==> src/rtl/psd_pkg.sv <==
package psd_pkg;

   typedef enum logic {
      MOD_LOW  = 1'b0,
      MOD_HIGH = 1'b1
   } modulus_e;

   function automatic int unsigned psd_ratio(input int unsigned a,
                                              input int unsigned b,
                                              input int unsigned p);
      if (a < b) return p * b + a;
      return (p + 1) * b;
   endfunction

endpackage

==> src/rtl/psd_prescaler.sv <==
module psd_prescaler
   import psd_pkg::*;
#(
   parameter int PRE_LOG2 = 4
) (
   input  logic     clk,
   input  logic     rst,
   input  modulus_e mode,
   output logic     pre_tc
);

   localparam int PC_W = PRE_LOG2 + 1;
   localparam int P    = 1 << PRE_LOG2;
   localparam logic [PC_W-1:0] LIM_LOW  = PC_W'(P - 1);
   localparam logic [PC_W-1:0] LIM_HIGH = PC_W'(P);

   logic [PC_W-1:0] pc;
   logic [PC_W-1:0] pc_lim;

   initial begin
      assert (PRE_LOG2 >= 2) else $error("prescaler modulus too small");
   end

   assign pc_lim = (mode == MOD_HIGH) ? LIM_HIGH : LIM_LOW;
   assign pre_tc = (pc == pc_lim);

   always_ff @(posedge clk) begin
      if (rst)         pc <= '0;
      else if (pre_tc) pc <= '0;
      else             pc <= pc + 1'b1;
   end


   pc_in_range_chk: assert property (@(posedge clk) disable iff (rst)
      pc <= LIM_HIGH);


   pc_restart_chk: assert property (@(posedge clk) disable iff (rst)
      pre_tc |=> (pc == '0));

endmodule

==> src/rtl/psd_swallow_cnt.sv <==
module psd_swallow_cnt
   import psd_pkg::*;
#(
   parameter int ACNT_W = 4
) (
   input  logic              clk,
   input  logic              rst,
   input  logic              pre_tc,
   input  logic              reload,
   input  logic [ACNT_W-1:0] a_in,
   output modulus_e          mode
);

   localparam logic [ACNT_W-1:0] A_ONE = ACNT_W'(1);

   logic [ACNT_W-1:0] a_cnt;

   assign mode = (a_cnt != '0) ? MOD_HIGH : MOD_LOW;

   always_ff @(posedge clk) begin
      if (rst)                         a_cnt <= a_in;
      else if (reload)                 a_cnt <= a_in;
      else if (pre_tc && a_cnt != '0)  a_cnt <= a_cnt - A_ONE;
   end


   swallow_step_chk: assert property (@(posedge clk) disable iff (rst)
      (pre_tc && !reload && a_cnt != '0) |=> (a_cnt == ($past(a_cnt) - A_ONE)));


   swallow_reload_chk: assert property (@(posedge clk) disable iff (rst)
      reload |=> (a_cnt == $past(a_in)));


   swallow_hold_chk: assert property (@(posedge clk) disable iff (rst)
      (!pre_tc && !reload) |=> $stable(a_cnt));

endmodule

==> src/rtl/psd_main_cnt.sv <==
module psd_main_cnt #(
   parameter int BCNT_W = 9
) (
   input  logic              clk,
   input  logic              rst,
   input  logic              pre_tc,
   input  logic [BCNT_W-1:0] b_in,
   output logic              b_last
);

   localparam logic [BCNT_W-1:0] B_ONE = BCNT_W'(1);

   logic [BCNT_W-1:0] b_cnt;

   assign b_last = (b_cnt <= B_ONE);

   always_ff @(posedge clk) begin
      if (rst)                  b_cnt <= b_in;
      else if (pre_tc) begin
         if (b_last)            b_cnt <= b_in;
         else                   b_cnt <= b_cnt - B_ONE;
      end
   end


   main_reload_chk: assert property (@(posedge clk) disable iff (rst)
      (pre_tc && b_last) |=> (b_cnt == $past(b_in)));


   main_step_chk: assert property (@(posedge clk) disable iff (rst)
      (pre_tc && !b_last) |=> (b_cnt == ($past(b_cnt) - B_ONE)));

endmodule

==> src/rtl/psd_cfg_check.sv <==
module psd_cfg_check #(
   parameter int ACNT_W = 4,
   parameter int BCNT_W = 9
) (
   input  logic [ACNT_W-1:0] a_in,
   input  logic [BCNT_W-1:0] b_in,
   output logic              bad_cfg
);

   logic [BCNT_W-1:0] a_wide;

   assign a_wide  = BCNT_W'(a_in);
   assign bad_cfg = (b_in == '0) || (a_wide >= b_in);

endmodule

==> src/rtl/psd_divider.sv <==
module psd_divider
   import psd_pkg::*;
#(
   parameter int PRE_LOG2 = 4,
   parameter int ACNT_W   = 4,
   parameter int BCNT_W   = 9,
   parameter bit OUT_REG  = 1'b1
) (
   input  logic              clk,
   input  logic              rst,
   input  logic [ACNT_W-1:0] a_val,
   input  logic [BCNT_W-1:0] b_val,
   output logic              div_out,
   output logic              cfg_err
);

   modulus_e mode;
   logic     pre_tc;
   logic     b_last;
   logic     reload;

   initial begin
      assert (ACNT_W <= PRE_LOG2) else $error("swallow range exceeds prescaler modulus");
      assert (BCNT_W > ACNT_W)    else $error("main counter must be wider than swallow counter");
   end

   psd_prescaler #(.PRE_LOG2(PRE_LOG2)) u_pre (
      .clk    (clk),
      .rst    (rst),
      .mode   (mode),
      .pre_tc (pre_tc)
   );

   psd_main_cnt #(.BCNT_W(BCNT_W)) u_main (
      .clk    (clk),
      .rst    (rst),
      .pre_tc (pre_tc),
      .b_in   (b_val),
      .b_last (b_last)
   );

   assign reload = pre_tc & b_last;

   psd_swallow_cnt #(.ACNT_W(ACNT_W)) u_swl (
      .clk    (clk),
      .rst    (rst),
      .pre_tc (pre_tc),
      .reload (reload),
      .a_in   (a_val),
      .mode   (mode)
   );

   psd_cfg_check #(.ACNT_W(ACNT_W), .BCNT_W(BCNT_W)) u_cfg (
      .a_in    (a_val),
      .b_in    (b_val),
      .bad_cfg (cfg_err)
   );

   generate
      if (OUT_REG) begin : g_out_reg
         logic div_q;
         always_ff @(posedge clk) begin
            if (rst) div_q <= 1'b0;
            else     div_q <= reload;
         end
         assign div_out = div_q;
      end else begin : g_out_comb
         assign div_out = reload & ~rst;
      end
   endgenerate


   pulse_width_chk: assert property (@(posedge clk) disable iff (rst)
      div_out |=> !div_out);


   reset_quiet_chk: assert property (@(posedge clk)
      rst |=> (!div_out || !OUT_REG));

endmodule

==> config.mk <==
export PLATFORM = sky130hd
export DESIGN_NAME = psd_divider
export DESIGN_NICKNAME = d
export VERILOG_FILES = /design/src/rtl/psd_pkg.sv /design/src/rtl/psd_prescaler.sv /design/src/rtl/psd_swallow_cnt.sv /design/src/rtl/psd_main_cnt.sv /design/src/rtl/psd_cfg_check.sv /design/src/rtl/psd_divider.sv
export SDC_FILE = /design/constraint.sdc
export NUM_CORES = 1
export LEC_CHECK = 0
export ABC_AREA = 1
export BUFFER_PORTS_ARGS = -buffer_cell sky130_fd_sc_hd__buf_2
export CAP_MARGIN = 10
export CORE_MARGIN = 3
export CORE_UTILIZATION = 50
export CTS_CLUSTER_SIZE = 10
export DETAILED_ROUTE_END_ITERATION = 10
export PLACE_DENSITY = 0.83
export SYNTH_ARGS = -nofsm -noshare
export SYNTH_HDL_FRONTEND = slang
export SYNTH_SLANG_ARGS = --single-unit
==> constraint.sdc <==
create_clock -name clk -period 4.8 [get_ports clk]
set_input_delay 0.48 -clock clk [delete_from_list [all_inputs] [get_ports clk]]
set_output_delay 0.48 -clock clk [all_outputs]
set_load 0.02 [all_outputs]
==> flow_summary.json, run 1 <==
{
  "status": "finished, final reports clean",
  "cts_tree": "done",
  "layout_common_cells": "28 x nand2_1, 22 x nor2_1, 21 x inv_1",
  "finClkSkew_ns": 0.008331,
  "switchingPower_mw": 0.1056,
  "syn_avg_cell_area_sq_um": 8.464,
  "synth_cells": 153,
  "die_h_microns": 56.89,
  "powerDensity_mw_per_mm2": 249.8,
  "synth_cell_types": 25,
  "max_freq_ghz": 0.5202,
  "r2r_end": "u_swl.a_cnt[3]$_DFFE_PP_",
  "grt_pass1_vias": 992,
  "p_sw_share_pct": 29.84,
  "viasPerCell": 5.075,
  "routed_wl_mm": 2.399,
  "io_pins": 17,
  "r2r_start": "u_main.b_cnt[1]$_DFFE_PP_",
  "syn_nets": 176,
  "hold_buffers": 0,
  "clockBufferDepth": 2,
  "synth_seq_area_share_pct": 39.42,
  "h-tree-depth": 1,
  "netlist_area_sq_mm": 0.001295,
  "finalCritPeriodShare_pct": 40.05,
  "post-dp-hpwl_mm": 1.910,
  "slew-limit-headroom_pct": 64.26,
  "worstRegToRegCells": 9,
  "grt.overflow.total": 0,
  "yosysWarnings": 0,
  "seq_power_share_pct": 56.6,
  "hold_depth": 2,
  "p_leak_nw": 0.6506,
  "wl_per_cell_microns": 12.00,
  "crit_chain": "buf_2, inv_1, ha_1, inv_1, nand2_1, nand3_1, nand3b_1, nand2_1, a21oi_1, buf_2",
  "synth_top_cell_area_share_pct": 30.14,
  "tightest_slew_ns": 0.5340,
  "synth-seq-cells": 19,
  "drc": 0,
  "min_path_type": "in2reg",
  "fp.coreArea_sq_mm": 0.002340,
  "nNetsFinal": 196,
  "drtIter0Drc": 26,
  "crit_family": "buffers and inverters",
  "post_dp_cell_area_sq_mm": 0.001390,
  "post-cts-setup-buffers": 0,
  "postRouteAntennaNets": 0,
  "insertion_delay_ns": 0.31,
  "antenna_found_initial": 0,
  "dieArea_sq_mm": 0.003236,
  "clockRootBuffer": "clkbuf_4",
  "area_delta_synth_final_pct": 9.469,
  "yosys.area.top_type": "edfxtp_1",
  "post-route-util_pct": 60.59,
  "tns_ns": 0,
  "final_cell_area_sq_mm": 0.001418,
  "n_fill_cell": 211,
  "p_total_mw": 0.3541,
  "clock_power_share_pct": 24.1,
  "worst_setup_path_start_kind": "primary input",
  "critPathMaxFanout": 2,
  "period_needed_ns": 1.922,
  "cts.clk_slew.worst_paths_ns": 0.12,
  "cpMaxStageDelayCell": "ha_1",
  "drive_gt1_share_pct": 24.42,
  "rows": 17,
  "grt_max_degree": 17,
  "grtUsageTotal_pct": 16.00,
  "path_buf_inv": 4,
  "final_common_cell": "nand2_1",
  "arrival_ns": 1.44,
  "diodes": 0,
  "peakVddDrop_mv": 0.2894,
  "grt_setup_unrepaired": "false",
  "rrSetupSlack_ns": 3.05,
  "crit_path_end_kind": "output port",
  "finalSetupViolations": 0,
  "crit_required_ns": 4.32,
  "timing.max_cap.violations": 0,
  "via_count": 1015,
  "start_util_pct": 55.35,
  "min-delay-start": "rst",
  "p_comb_share_pct": 19.3,
  "final-hold-violation-count": 0,
  "path_class": "in2out",
  "drv_slew": 0,
  "grt_pass1_wl_mm": 4.174,
  "cts_resized": 0,
  "internal_power_mw": 0.2484,
  "slowest_delay_ns": 0.26,
  "cts_inserted_buffers": 3,
  "portBuffers": 16,
  "numClockSinks": 19,
  "place.gp.congestion": 0.7918,
  "hold_path_end": "div_out$_SDFF_PP0_",
  "synth_area_leaders": "edfxtp_1 30%, dfxtp_1 9.3%, nand2_1 8.1%",
  "die_x_microns": 56.89,
  "dr.pass1.iters": 4
}
-- through the flow --
step,hold slack (ns),setup slack [ns],cells
3_3_place_gp,0.4605,2.913,196
6_report,0.3442,2.878,200
3_5_place_dp,0.5216,2.876,196
2_1_floorplan,0.4412,2.972,153
5_1_grt,0.3338,2.752,200
4_1_cts,0.3385,2.869,200
-- synthesized netlist by cell type --
cell / n
nand2_1: 28
nor2_1: 22
inv_1: 21
edfxtp_1: 13
nand3_1: 12
nand2_2: 9
ha_1: 8
dfxtp_1: 6
xor2_1: 6
o21ai_2: 5
o21ai_0: 4
a21oi_1: 2
nand3b_1: 2
nor2_4: 2
nor3b_1: 2
xnor2_1: 2
a31oi_1: 1
buf_12: 1
inv_2: 1
nand3_2: 1
nand3_4: 1
nor2_8: 1
nor3_1: 1
o21ai_4: 1
or2_2: 1
-- sequential cells by signal, indices dropped and copies added, names as in the netlist --
name and cells:
u_main.b_cnt 9, div_out 1, u_pre.pc 5, u_swl.a_cnt 4
-- cell type report --
type                    count  area [sq um]  area share (%)
repair buffers             16         80.08           5.649
well taps                  28         35.03           2.471
inverters                  22         82.58           5.825
clock inverters             1         5.005          0.3530
multi-input cells         111         681.9           48.10
clock buffers               3         22.52           1.589
flip-flops and latches     19         510.5           36.01
-- logic make-up after synthesis --
kind of cell / count (synthesis) / share of synthesized area, %
buf+inv: 23 / 7.923
xor+xnor: 8 / 5.411
compound gates: 13 / 7.440
fa+ha+maj: 8 / 7.730
flops: 19 / 39.42
simple gates: 82 / 32.08
-- power by group through the flow --
| stage | clock, mW | sequential (mW) | combinational, mW |
|---|---|---|---|
| after floorplan | 0 | 0.202 | 0.0525 |
| final | 0.0852 | 0.200 | 0.0684 |
| after global routing | 0.0925 | 0.202 | 0.0786 |
| after detailed placement | 0 | 0.204 | 0.0680 |
| after CTS | 0.0867 | 0.201 | 0.0686 |
| after global placement | 0 | 0.203 | 0.0649 |
-- per-layer routing --
metal / track usage (%) / wire length, microns
met1: 18.98 / 1052
met2: 28.38 / 1241
met3: 4.368 / 83
met4: 3.642 / 23
met5: 0 / 0
-- how the worst max path moves through the flow --
stage,startpoint,end,slack (ns),cells past startpoint
global placement,a_val[0],cfg_err,2.91,10
CTS,a_val[0],cfg_err,2.87,10
floorplan,a_val[0],cfg_err,2.97,8
global route,a_val[0],cfg_err,2.75,10
detailed placement,a_val[0],cfg_err,2.88,10
finish,a_val[0],cfg_err,2.88,10
No activity file was read; power rests on OpenSTA's default activity.
==> run 2: changes to the inputs <==
clock period = 1.9 ns   (was 4.8 ns; I/O delays follow)
==> run 2 against run 1 <==
Effect of this change: count of clock-buffer cells in the layout increased by 1; sequential share of layout area decreased by 0.35 points; highest routed layer unchanged; power increased to 2.5 times the previous value; global-route usage increased by 0.14 points; final area increased by 0.97%; largest power group unchanged; final cell count increased by 1.0%; utilization increased by 0.59 points; worst hold slack got worse by 0.27 ns.
==> flow_summary.json, run 2 (synthesis gave the netlist of run 1 again) <==
{
  "grt_setup_unrepaired": "false",
  "slowest_delay_ns": 0.40,
  "via_count": 1042,
  "n_fill_cell": 209,
  "status": "finished, final reports clean",
  "crit_required_ns": 1.96,
  "period_needed_ns": 1.721,
  "largest_register_ffs": 9,
  "diodes": 0,
  "wl_per_cell_microns": 12.37,
  "h-tree-depth": 1,
  "finalCritPeriodShare_pct": 90.60,
  "post-cts-setup-buffers": 0,
  "cts_inserted_buffers": 3,
  "p_leak_nw": 0.6575,
  "crit_path_end_kind": "flop",
  "clockBufferDepth": 2,
  "drc": 0,
  "max_freq_ghz": 0.5809,
  "routed_wl_mm": 2.499,
  "grtUsageTotal_pct": 16.15,
  "postRouteAntennaNets": 0,
  "layout_common_cells": "28 x nand2_1, 22 x nor2_1, 21 x inv_1",
  "crit_path_end": "u_main.b_cnt[2]$_DFFE_PP_",
  "cts_tree": "done",
  "start_util_pct": 55.35,
  "final-hold-violation-count": 0,
  "drv_slew": 0,
  "worstRegToRegCells": 9,
  "rows": 17,
  "regMostFlops": "u_main.b_cnt",
  "die_x_microns": 56.89,
  "post-dp-hpwl_mm": 2.013,
  "path_class": "reg2reg",
  "numClockSinks": 19,
  "grt_pass1_wl_mm": 4.257,
  "io_pins": 17,
  "final_common_cell": "nand2_1",
  "hold_depth": 2,
  "grt_max_degree": 14,
  "dr.pass1.iters": 4,
  "rrSetupSlack_ns": 0.18,
  "crit_top_cell": "inv_1",
  "finClkSkew_ns": 0.005328,
  "portBuffers": 16,
  "critPathMaxFanout": 13,
  "p_total_mw": 0.8967,
  "cpMaxStageDelayCell": "edfxtp_1",
  "drtIter0Drc": 36,
  "peakVddDrop_mv": 0.4150,
  "antenna_found_initial": 0,
  "finalSetupViolations": 0,
  "area_delta_synth_final_pct": 10.53,
  "r2r_start": "u_main.b_cnt[1]$_DFFE_PP_",
  "insertion_delay_ns": 0.30,
  "clockRootBuffer": "clkbuf_4",
  "drive_gt1_share_pct": 24.71,
  "cts_resized": 0,
  "r2r_end": "u_main.b_cnt[2]$_DFFE_PP_",
  "viasPerCell": 5.158,
  "arrival_ns": 1.78,
  "nNetsFinal": 198,
  "tns_ns": 0,
  "post-route-util_pct": 61.18,
  "slew-limit-headroom_pct": 71.58,
  "reg_top3": "u_main.b_cnt: 9 flops, u_pre.pc: 5 flops, u_swl.a_cnt: 4 flops",
  "dieArea_sq_mm": 0.003236,
  "die_h_microns": 56.89,
  "powerDensity_mw_per_mm2": 626.4,
  "crit_start": "u_main.b_cnt[1]$_DFFE_PP_",
  "place.gp.congestion": 0.8170,
  "grt_pass1_vias": 1032,
  "hold_ws_ns": 0.07245,
  "hold_buffers": 0,
  "timing.max_cap.violations": 0,
  "min_path_type": "in2reg",
  "tightest_slew_ns": 0.4247,
  "fp.coreArea_sq_mm": 0.002340,
  "crit_chain": "inv_1, ha_1, inv_1, nand2_2, nand2_2, o21ai_4, nand2_1, o21ai_0, inv_1",
  "worst_setup_path_start_kind": "flop",
  "grt.overflow.total": 0,
  "cts.clk_slew.worst_paths_ns": 0.11
}
-- run 2: worst min path at each step --
stage,slack [ns],start,endpoint
after floorplan,0.26,rst,div_out$_SDFF_PP0_
after global placement,0.39,rst,div_out$_SDFF_PP0_
after detailed placement,0.39,rst,div_out$_SDFF_PP0_
after CTS,0.08,rst,div_out$_SDFF_PP0_
after global routing,0.08,rst,div_out$_SDFF_PP0_
final,0.07,rst,div_out$_SDFF_PP0_
-- run 2: metal layers --
metal,GRT usage [%],wire length (microns),up-vias
met3,2.759,102,8
met5,0,0,-
met2,27.57,1227,22
met4,5.960,66,0
met1,20.11,1103,475
li1,-,-,537
-- run 2: final cells by class --
class / count / area, sq um / area share [%]
multi-input combinational: 111 / 681.9 / 47.64
sequential: 19 / 510.5 / 35.66
timing repair buffer: 18 / 95.09 / 6.643
inverter: 22 / 82.58 / 5.769
tap: 28 / 35.03 / 2.448
clock buffer: 4 / 26.28 / 1.836
-- run 2: power breakdown --
group	internal, mW	switching, mW	leakage [nW]
combinational	0.0751	0.102	0.466
clock	0.0818	0.130	0.0150
sequential	0.477	0.0306	0.176
total	0.634	0.263	0.658
-- run 2: worst max-delay path: cells and delay by family, from the launching register on --
family / cells / cell delay, ns
AOI/OAI and AO/OA: 2 / 0.49
DFF: 1 / 0.40
and+or+nand+nor: 3 / 0.24
adders and majority gates: 1 / 0.15
buffers and inverters: 3 / 0.21
-- run 2: metrics by stage --
step | std cells | cell area, sq um | worst slack, ns
detailed placement | 198 | 1405 | 0.1896
global placement | 198 | 1405 | 0.2560
global route | 202 | 1431 | 0.02508
floorplan | 153 | 1295 | 0.3847
CTS | 202 | 1431 | 0.1761
finish | 202 | 1431 | 0.1786
